**src/rtl/ptb_pkg.sv**
```systemverilog
package ptb_pkg;

    localparam int PS_W = 3;

    typedef enum logic [1:0] {
        ADDR_CTRL = 2'd0,
        ADDR_MOD  = 2'd1,
        ADDR_CNT  = 2'd2,
        ADDR_NONE = 2'd3
    } ptb_addr_e;

    typedef enum logic [1:0] {
        MODE_STOP  = 2'd0,
        MODE_EVERY = 2'd1,
        MODE_ALT2  = 2'd2,
        MODE_ALT3  = 2'd3
    } ptb_mode_e;

    // packed order gives center at bit 5, mode at [4:3], prescale at [2:0]
    typedef struct packed {
        logic              center;
        ptb_mode_e         mode;
        logic [PS_W-1:0]   ps;
    } ptb_ctrl_t;

endpackage

```
**src/rtl/ptb_prescaler.sv**
```systemverilog
module ptb_prescaler #(
    parameter int PS_W = 3
) (
    input  logic            clk,
    input  logic            rst_n,
    input  logic            run,
    input  logic [PS_W-1:0] ps,
    output logic            tick
);
    localparam int DIV_W = (1 << PS_W) - 1;

    typedef struct packed {
        logic [DIV_W-1:0] div;
    } pre_st_t;

    pre_st_t st_d, st_q;
    logic [DIV_W:0]   one_hot;
    logic [DIV_W-1:0] mask;

    always_comb begin
        one_hot = (DIV_W+1)'(1) << ps;
        mask    = one_hot[DIV_W-1:0] - DIV_W'(1);
        tick    = run && ((st_q.div & mask) == mask);
        st_d    = st_q;
        if (run) begin
            st_d.div = st_q.div + DIV_W'(1);
        end else begin
            st_d.div = '0;
        end
    end

    always_ff @(posedge clk or negedge rst_n) begin
        if (!rst_n) begin
            st_q <= '0;
        end else begin
            st_q <= st_d;
        end
    end
endmodule

```
**src/rtl/ptb_counter.sv**
```systemverilog
module ptb_counter #(
    parameter int MOD_W = 16
) (
    input  logic             clk,
    input  logic             rst_n,
    input  logic             tick,
    input  logic             restart,
    input  logic [MOD_W-1:0] mod_active,
    output logic [MOD_W-1:0] count,
    output logic             wrap,
    output logic             period_start
);
    typedef struct packed {
        logic [MOD_W-1:0] cnt;
        logic             pstart;
    } cnt_st_t;

    cnt_st_t st_d, st_q;

    always_comb begin
        st_d        = st_q;
        st_d.pstart = 1'b0;
        wrap        = 1'b0;
        if (restart) begin
            st_d.cnt = '0;
        end else if (tick) begin
            if (st_q.cnt >= mod_active) begin
                st_d.cnt    = '0;
                st_d.pstart = 1'b1;
                wrap        = 1'b1;
            end else begin
                st_d.cnt = st_q.cnt + MOD_W'(1);
            end
        end
    end

    always_ff @(posedge clk or negedge rst_n) begin
        if (!rst_n) begin
            st_q <= '0;
        end else begin
            st_q <= st_d;
        end
    end

    assign count        = st_q.cnt;
    assign period_start = st_q.pstart;
endmodule

```
**src/rtl/ptb_modbuf.sv**
```systemverilog
module ptb_modbuf #(
    parameter int MOD_W = 16
) (
    input  logic             clk,
    input  logic             rst_n,
    input  logic             run,
    input  logic             wr,
    input  logic [MOD_W-1:0] wdata,
    input  logic             wrap,
    output logic [MOD_W-1:0] active
);
    typedef struct packed {
        logic [MOD_W-1:0] active;
        logic [MOD_W-1:0] pend;
        logic             pend_v;
    } mb_st_t;

    mb_st_t st_d, st_q;

    always_comb begin
        st_d = st_q;
        // apply a waiting value at a period boundary or once stopped
        if (st_q.pend_v && (wrap || !run)) begin
            st_d.active = st_q.pend;
            st_d.pend_v = 1'b0;
        end
        if (wr) begin
            if (!run) begin
                st_d.active = wdata;
                st_d.pend_v = 1'b0;
            end else begin
                st_d.pend   = wdata;
                st_d.pend_v = 1'b1;
            end
        end
    end

    always_ff @(posedge clk or negedge rst_n) begin
        if (!rst_n) begin
            st_q.active <= '1;
            st_q.pend   <= '0;
            st_q.pend_v <= 1'b0;
        end else begin
            st_q <= st_d;
        end
    end

    assign active = st_q.active;
endmodule

```
**src/rtl/pwm_timebase.sv**
```systemverilog
module pwm_timebase
    import ptb_pkg::*;
#(
    parameter int MOD_W  = 16,
    parameter int DATA_W = 16
) (
    input  logic              clk,
    input  logic              rst_n,
    input  logic              wr_en,
    input  logic [1:0]        wr_addr,
    input  logic [DATA_W-1:0] wr_data,
    input  logic [1:0]        rd_addr,
    output logic [DATA_W-1:0] rd_data,
    output logic [MOD_W-1:0]  count_o,
    output logic              period_start_o,
    output logic              running_o
);
    localparam int CTRL_W = $bits(ptb_ctrl_t);

    typedef struct packed {
        ptb_ctrl_t ctrl;
    } top_st_t;

    top_st_t          st_d, st_q;
    ptb_ctrl_t        wr_ctrl_val;
    logic             wr_ctrl, wr_mod, restart, tick, wrap;
    logic [MOD_W-1:0] mod_active;

    always_comb begin
        wr_ctrl     = wr_en && (ptb_addr_e'(wr_addr) == ADDR_CTRL);
        wr_mod      = wr_en && (ptb_addr_e'(wr_addr) == ADDR_MOD);
        wr_ctrl_val = ptb_ctrl_t'(wr_data[CTRL_W-1:0]);
        running_o   = (st_q.ctrl.mode != MODE_STOP);
        restart     = wr_ctrl && !running_o && (wr_ctrl_val.mode != MODE_STOP);
        st_d        = st_q;
        if (wr_ctrl) begin
            st_d.ctrl = wr_ctrl_val;
        end
    end

    always_ff @(posedge clk or negedge rst_n) begin
        if (!rst_n) begin
            st_q <= '0;
        end else begin
            st_q <= st_d;
        end
    end

    always_comb begin
        case (ptb_addr_e'(rd_addr))
            ADDR_CTRL: rd_data = DATA_W'(st_q.ctrl);
            ADDR_MOD:  rd_data = DATA_W'(mod_active);
            ADDR_CNT:  rd_data = DATA_W'(count_o);
            default:   rd_data = '0;
        endcase
    end

    ptb_prescaler #(.PS_W(PS_W)) u_pre (
        .clk   (clk),
        .rst_n (rst_n),
        .run   (running_o),
        .ps    (st_q.ctrl.ps),
        .tick  (tick)
    );

    ptb_modbuf #(.MOD_W(MOD_W)) u_mod (
        .clk    (clk),
        .rst_n  (rst_n),
        .run    (running_o),
        .wr     (wr_mod),
        .wdata  (wr_data[MOD_W-1:0]),
        .wrap   (wrap),
        .active (mod_active)
    );

    ptb_counter #(.MOD_W(MOD_W)) u_cnt (
        .clk          (clk),
        .rst_n        (rst_n),
        .tick         (tick),
        .restart      (restart),
        .mod_active   (mod_active),
        .count        (count_o),
        .wrap         (wrap),
        .period_start (period_start_o)
    );
endmodule

```
**config.mk**
```make
export PLATFORM = sky130hd
export DESIGN_NAME = pwm_timebase
export DESIGN_NICKNAME = d
export VERILOG_FILES = /design/src/rtl/ptb_pkg.sv /design/src/rtl/ptb_prescaler.sv /design/src/rtl/ptb_counter.sv /design/src/rtl/ptb_modbuf.sv /design/src/rtl/pwm_timebase.sv
export SDC_FILE = /design/constraint.sdc
export NUM_CORES = 1
export LEC_CHECK = 0
export ABC_AREA = 1
export BUFFER_PORTS_ARGS = -buffer_cell sky130_fd_sc_hd__buf_2
export CORE_ASPECT_RATIO = 1.75
export CORE_MARGIN = 2
export CORE_UTILIZATION = 53
export CTS_BUF_LIST = sky130_fd_sc_hd__clkbuf_8 sky130_fd_sc_hd__clkbuf_16
export DETAILED_ROUTE_END_ITERATION = 7
export PLACE_DENSITY = 0.76
export SLEW_MARGIN = 30
export SYNTH_ARGS = -nofsm -noshare
export SYNTH_HDL_FRONTEND = slang
export SYNTH_SLANG_ARGS = --single-unit
```
**constraint.sdc**
```tcl
create_clock -name clk -period 2.98 [get_ports clk]
set_clock_uncertainty 0.1 [all_clocks]
set_input_delay 0.298 -clock clk [delete_from_list [all_inputs] [get_ports clk]]
set_output_delay 0.298 -clock clk [all_outputs]
set_load 0.005 [all_outputs]
```
==> impl_metrics.py, run 1 <==
metrics = {
    "outcome": {
        "status": "finished clean",
    },
    "clocking": {
        "post_cts_resized": 0,
        "htreeDepth": 3,
        "worstSkewPairLatency_ns": 0.33,
        "root_buffer": "clkbuf_16",
        "cts_tree": "yes",
        "clkTransAtPathRegs_ns": 0.05,
        "clk_path_buf_depth": 2,
        "numClockSinks": 63,
        "cts_buffers": 9,
    },
    "synth": {
        "ys_types": 34,
        "yosysWarnings": 0,
        "synth-seq-cells": 63,
        "syn_inst": 438,
        "synth_top_area_cell": "dfrtp_1",
        "synth_top_area_frac": 0.325,
        "async_flop_share": 1.00,
        "synth.area.top_cells": "dfrtp_1, dfstp_2, nand2_1, ha_1, inv_1",
        "synth-edff-count": 0,
        "syn-num-nets": 479,
        "syn_area_per_cell_um2": 8.27,
        "netlist_area_mm2": 0.00362,
        "ys_seq_area_frac": 0.441,
        "yosys_most_used_dff": "dfrtp_1",
    },
    "place": {
        "pre_cts_slack_ns": 0.615,
        "dpl.hpwl_mm": 6.47,
        "numPortBuffers": 56,
        "place_congestion": 0.900,
    },
    "min_path": {
        "hp-class": "input pin to flip-flop",
    },
    "global_route": {
        "grt_usage": 0.255,
        "antenna_found_initial": 0,
        "grt_pass1_wl_mm": 14.7,
        "grt_max_degree": 38,
        "grt_pass1_vias": 3252,
        "overflow": 0,
    },
    "power": {
        "power_frac_clock": 0.248,
        "power_frac_comb": 0.364,
        "seq_power_share": 0.388,
        "p_switching_mw": 1.41,
        "p_leak_nw": 2.22,
        "p_sw_frac": 0.377,
        "internal_power_mw": 2.33,
        "power.density_mw_per_mm2": 885,
        "peakVddDrop_mv": 0.572,
    },
    "timing": {
        "fin_crit_sh": 0.810,
        "slew_headroom": 0.461,
        "rsz0062_at_grt": "no",
        "tns_ns": 0,
        "post-route-min-period_ns": 2.41,
        "worst_slack_ns": 0.567,
        "slew_viol_final": 0,
        "tightest_slew_ns": 0.808,
        "finalHoldViolCount": 0,
        "fmax_mhz": 414,
        "whs_ns": 0.0845,
        "final-setup-viol-count": 0,
    },
    "setup_path": {
        "crit_arrival_ns": 2.57,
        "worstPathMaxFanout": 26,
        "critPathKind": "flip-flop to flip-flop",
        "start_kind": "flip-flop",
        "worstSetupEndpointType": "flip-flop",
        "worstPathRequired_ns": 3.14,
    },
    "detailed_routing": {
        "drtAntennaViolNets": 0,
        "dr_wl_met3_um": 278,
        "highest_layer": "met4",
        "drt_iter0_drc": 242,
        "wl_met1_mm": 3.45,
        "wl_mm": 8.73,
        "vias": 3191,
        "dr_wl_met2_mm": 4.72,
        "viasPerCell": 5.47,
        "wl_per_cell_um": 15.0,
        "dr.pass1.iters": 4,
        "drc": 0,
    },
    "cells_and_area": {
        "nNetsFinal": 537,
        "drive_gt1_frac": 0.226,
        "final.fill_count": 591,
        "multi_input_area_mm2": 0.00173,
        "area_growth_pct": 16.7,
        "seq_area_mm2": 0.00160,
        "antenna_cells": 0,
    },
    "floorplanning": {
        "core_mm2": 0.00659,
        "ioPinCount": 57,
        "rows": 39,
        "fp.dieH_um": 113,
        "start_util": 0.550,
        "die_area_mm2": 0.00754,
        "die_x_um": 66.5,
    },
    "job": {
        "drv_cap": 0,
    },
}
-- repair_timing --
action                                  in CTS  in global routing
hold buffers                                 1                  0
endpoints found under the setup margin       0                  0
setup buffers                                0                  0
hold endpoints to repair                    22                  0
-- through the flow --
step	area (µm²)	util	instances	total power [mW]
2_1_floorplan	3620	-	438	2.37
3_3_place_gp	3950	0.600	566	2.75
3_5_place_dp	3950	0.600	566	2.81
4_1_cts	4220	0.641	583	3.75
5_1_grt	4220	0.641	583	4.05
6_report	4220	0.641	583	3.74
-- power by group through the flow --
stage | sequential [mW] | combinational [mW] | clock [mW]
5_1_grt | 1.50 | 1.57 | 0.978
3_3_place_gp | 1.45 | 1.30 | 0
3_5_place_dp | 1.46 | 1.35 | 0
2_1_floorplan | 1.39 | 0.976 | 0
6_report | 1.45 | 1.36 | 0.927
4_1_cts | 1.45 | 1.37 | 0.939
-- registers in the layout, summed over array words and instances, names as in the netlist --
name,cells
st_q,6
u_cnt.count,16
u_cnt.period_start,1
u_mod.active,16
u_mod.st_q,17
u_pre.st_q,7
-- final cells by class --
type | instances | area share
clock buffers | 10 | 0.0566
well taps | 82 | 0.0243
clock inverters | 6 | 0.00592
flip-flops and latches | 63 | 0.378
inverters | 59 | 0.0524
multi-input cells | 304 | 0.411
repair buffers | 59 | 0.0723
-- per-layer routing --
metal / vias up / GRT usage
li1: 1572 / -
met1: 1512 / 0.289
met2: 82 / 0.433
met3: 25 / 0.0537
met4: 0 / 0.143
met5: - / 0
-- cells in the final DEF (no fill, tap or decap), drive strengths merged --
master        n
o32ai         2
clkinv        2
mux2         14
nand3        25
nor3          7
o221ai        6
dfstp        16
nor2         45
clkbuf       10
nand3b        7
a31oi         1
dlygate4sd3   1
nand2        99
xor2          5
nor4          1
o21ai        26
a21o          1
nand4         6
buf          58
inv          63
dfrtp        47
or2           1
ha           18
a21oi        23
o22ai        17
-- synth_stat cells (2+ instances only) --
| library cell | n |
|---|---|
| a21oi_1 | 21 |
| buf_2 | 4 |
| clkbuf_1 | 6 |
| dfrtp_1 | 47 |
| dfstp_2 | 16 |
| ha_1 | 18 |
| inv_1 | 57 |
| inv_2 | 2 |
| mux2_2 | 14 |
| nand2_1 | 95 |
| nand2_4 | 2 |
| nand3_1 | 24 |
| nand3b_1 | 7 |
| nand4_1 | 6 |
| nor2_1 | 45 |
| nor3_1 | 4 |
| nor3_2 | 3 |
| o21ai_0 | 23 |
| o21ai_1 | 3 |
| o221ai_1 | 6 |
| o22ai_1 | 17 |
| o32ai_1 | 2 |
| xor2_1 | 5 |
-- cells by family (layout without fill, tap and decap cells) --
logic type	after synthesis	after routing	share of synthesized area
xor gates and xnor gates	5	5	0.0121
AOI/OAI and AO/OA	76	76	0.124
muxes	14	14	0.0435
adders and majority gates	18	18	0.0622
and+or+nand+nor	191	191	0.237
buffers and inverters	71	134	0.0802
DFF	63	63	0.441
-- final timing paths --
check                                 start                to  slack, ns  depth (start not counted)
setup / recovery           u_mod.active[13]   u_mod.active[6]       0.57                         12
hold / removal                   wr_data[8]   u_mod.active[8]       0.08                          3
setup reg to reg           u_mod.active[13]   u_mod.active[6]       0.57                         12
hold reg to reg               u_pre.st_q[6]     u_pre.st_q[6]       0.37                          1
max in group asynchronous             rst_n  u_mod.active[15]       1.44                          3
min in group asynchronous             rst_n     u_pre.st_q[4]       0.40                          2
-- critical path: stages, from the launching register on --
cell	delay, ns
dfstp_2	0.52
inv_1	0.06
ha_1	0.30
a21oi_1	0.16
o21ai_0	0.11
a21oi_1	0.26
nand2_1	0.15
nand2_4	0.11
nand2_8	0.12
nand2_1	0.21
nand2_1	0.09
nand3_1	0.09
nand2_1	0.06
Note: power is estimated with default switching activity, not from simulation.
==> run 2: changes to the inputs <==
--- a/config.mk
+++ b/config.mk
@@ -9,10 +9,10 @@
 export BUFFER_PORTS_ARGS = -buffer_cell sky130_fd_sc_hd__buf_2
 export CORE_ASPECT_RATIO = 1.75
 export CORE_MARGIN = 2
-export CORE_UTILIZATION = 53
+export CORE_UTILIZATION = 51
 export CTS_BUF_LIST = sky130_fd_sc_hd__clkbuf_8 sky130_fd_sc_hd__clkbuf_16
 export DETAILED_ROUTE_END_ITERATION = 7
-export PLACE_DENSITY = 0.76
+export PLACE_DENSITY = 0.77
 export SLEW_MARGIN = 30
 export SYNTH_ARGS = -nofsm -noshare
 export SYNTH_HDL_FRONTEND = slang
==> constraint.sdc (replaced) <==
create_clock -name clk -period 2.09 [get_ports clk]
set_clock_uncertainty 0.1 [all_clocks]
set_input_delay 0.209 -clock clk [delete_from_list [all_inputs] [get_ports clk]]
set_output_delay 0.209 -clock clk [all_outputs]
set_load 0.005 [all_outputs]
==> run 2 against run 1 <==
Compared with the run above:
- count of clock-buffer cells in the layout unchanged
- critical path type unchanged
- design area up 18%
- flip-flop and latch count unchanged
- die area up 3.7%
- largest cell class unchanged
- critical path depth up 4
- via count up 9.9%
- the flow now finishes with violations (setup timing)
- global-route usage up 2.5 points
==> impl_metrics.py, run 2 (synthesis results as in run 1) <==
metrics = {
    "outcome": {
        "status": "finished with violations",
        "violations": "setup timing",
    },
    "job": {
        "drv_cap": 0,
    },
    "detailed_routing": {
        "wl_mm": 10.3,
        "wl_per_cell_um": 16.3,
        "drc": 0,
        "dr_wl_met3_um": 372,
        "drtAntennaViolNets": 0,
        "dr.pass1.iters": 4,
        "dr_wl_met2_mm": 5.67,
        "viasPerCell": 5.57,
        "highest_layer": "met4",
        "vias": 3506,
        "drt_iter0_drc": 336,
        "wl_met1_mm": 3.71,
    },
    "global_route": {
        "grt_max_degree": 64,
        "grt_pass1_wl_mm": 16.2,
        "grt_pass1_vias": 3569,
        "antenna_found_initial": 0,
        "grt_usage": 0.280,
        "overflow": 0,
    },
    "setup_path": {
        "worstPathMaxFanout": 7,
        "crit_top_cell": "nand2_1",
        "critPathKind": "flip-flop to flip-flop",
        "worstSetupEndpointType": "flip-flop",
        "rrSetupSlack_ns": -0.11,
        "path_cells": "inv_2, ha_4, nand2_2, inv_2, nand2_1, nand2_1, nor2_1, nand2_1, nand2_2, nand2_2, nand2_4, nand2_8, nand2_8, nand2_1, nand3_1, nand2_1",
        "cp_top_family": "simple AND/OR/NAND/NOR gates",
        "crit_path_max_incr_delay_ns": 0.52,
        "crit_arrival_ns": 2.37,
        "start_kind": "flip-flop",
        "critPathSlowestCell": "dfstp_2",
        "worstPathRequired_ns": 2.25,
        "cp_num_buf_inv": 2,
    },
    "floorplanning": {
        "core_mm2": 0.00686,
        "start_util": 0.528,
        "die_area_mm2": 0.00782,
        "rows": 40,
        "ioPinCount": 57,
        "fp.dieH_um": 115,
        "die_x_um": 67.7,
    },
    "timing": {
        "final-setup-viol-count": 19,
        "post-route-min-period_ns": 2.20,
        "slew_viol_final": 0,
        "tightest_slew_ns": 0.652,
        "worst_slack_ns": -0.111,
        "finalHoldViolCount": 0,
        "fmax_mhz": 454,
        "fin_crit_sh": 1.05,
        "whs_ns": 0.0197,
        "rsz0062_at_grt": "yes",
        "slew_headroom": 0.565,
        "tns_ns": -1.36,
    },
    "clocking": {
        "cts_buffers": 9,
        "cts_tree": "yes",
        "htreeDepth": 3,
        "clkTransAtPathRegs_ns": 0.05,
        "clk_path_buf_depth": 2,
        "root_buffer": "clkbuf_16",
        "numClockSinks": 63,
        "worstSkewPairLatency_ns": 0.34,
    },
    "cells_and_area": {
        "antenna_cells": 0,
        "mostFrequentLayoutCell": "nand2_1",
        "nNetsFinal": 581,
        "final.fill_count": 456,
        "largest_register": "u_mod.st_q",
        "mostFrequentLayoutCells": "nand2_1, buf_2, inv_1",
        "area_growth_pct": 38.2,
        "drive_gt1_frac": 0.418,
        "final_cells": 629,
        "largest_register_ffs": 17,
    },
    "place": {
        "dpl.hpwl_mm": 6.88,
        "dp.cells": 603,
        "place_congestion": 0.823,
        "numPortBuffers": 56,
        "pre_cts_slack_ns": -0.244,
    },
    "min_path": {
        "hp-class": "input pin to flip-flop",
    },
    "power": {
        "total_power_mw": 6.57,
        "peakVddDrop_mv": 0.881,
        "p_leak_nw": 2.50,
        "power.density_mw_per_mm2": 1310,
    },
}
-- run 2: cell types whose count changed in the layout (fill, tap and decap cells not counted), sizes merged --
cell,change
dlygate4sd3,+2
clkinv,-1
buf,+40
inv,+1
nand2,+2
-- run 2: per-layer routing --
| layer | GRT usage | vias to the layer above |
|---|---|---|
| met1 | 0.289 | 1687 |
| met3 | 0.0650 | 40 |
| li1 | - | 1672 |
| met2 | 0.488 | 107 |
| met5 | 0 | - |
| met4 | 0.182 | 0 |
-- run 2: stage by stage --
step,cell area (µm²),utilization
floorplan,3620,-
global placement,4230,0.617
detailed placement,4230,0.617
CTS,4760,0.694
global route,5000,0.730
finish,5000,0.730
-- run 2: worst register-to-register path: stages, from the launching register on --
cell     delay, ns
dfstp_2       0.52
inv_2         0.04
ha_4          0.23
nand2_2       0.08
inv_2         0.06
nand2_1       0.07
nand2_1       0.05
nor2_1        0.15
nand2_1       0.08
nand2_2       0.08
nand2_2       0.07
nand2_4       0.16
nand2_8       0.11
nand2_8       0.12
nand2_1       0.08
nand3_1       0.08
nand2_1       0.05
-- run 2: repair_timing --
item / CTS / global route
hold buffers: 3 / 0
hold endpoints to repair: 49 / 0
pin swaps: 21 / 26
gates cloned: 2 / 0
setup endpoints to repair: 23 / 31
buffers inserted: 0 / 5
resized for setup: 39 / 59
-- run 2: power by group --
group          leakage (nW)  internal, mW  switching, mW
clock network         0.149         0.808          0.504
logic                  1.58          1.43           1.77
registers             0.772          1.74          0.311
-- run 2: area by class of cell --
type                            instances  area, µm²  area share
Sequential cell                        63       1600       0.319
Timing Repair Buffer                  101        649       0.130
Inverter                               59        229      0.0458
Multi-Input combinational cell        306       2160       0.432
Tap cell                               84        105      0.0210
Clock buffer                           10        239      0.0478
Clock inverter                          6       23.8     0.00475
-- run 2: final timing paths --
kind | start | depth (start not counted) | end
worst min-delay path | wr_data[6] | 3 | u_mod.active[6]
min in group asynchronous | rst_n | 3 | st_q[0]
worst min register to register | u_pre.st_q[6] | 1 | u_pre.st_q[6]
worst max-delay path | u_mod.active[7] | 16 | u_mod.active[3]
max in group asynchronous | rst_n | 3 | u_mod.active[5]
worst max register to register | u_mod.active[7] | 16 | u_mod.active[3]
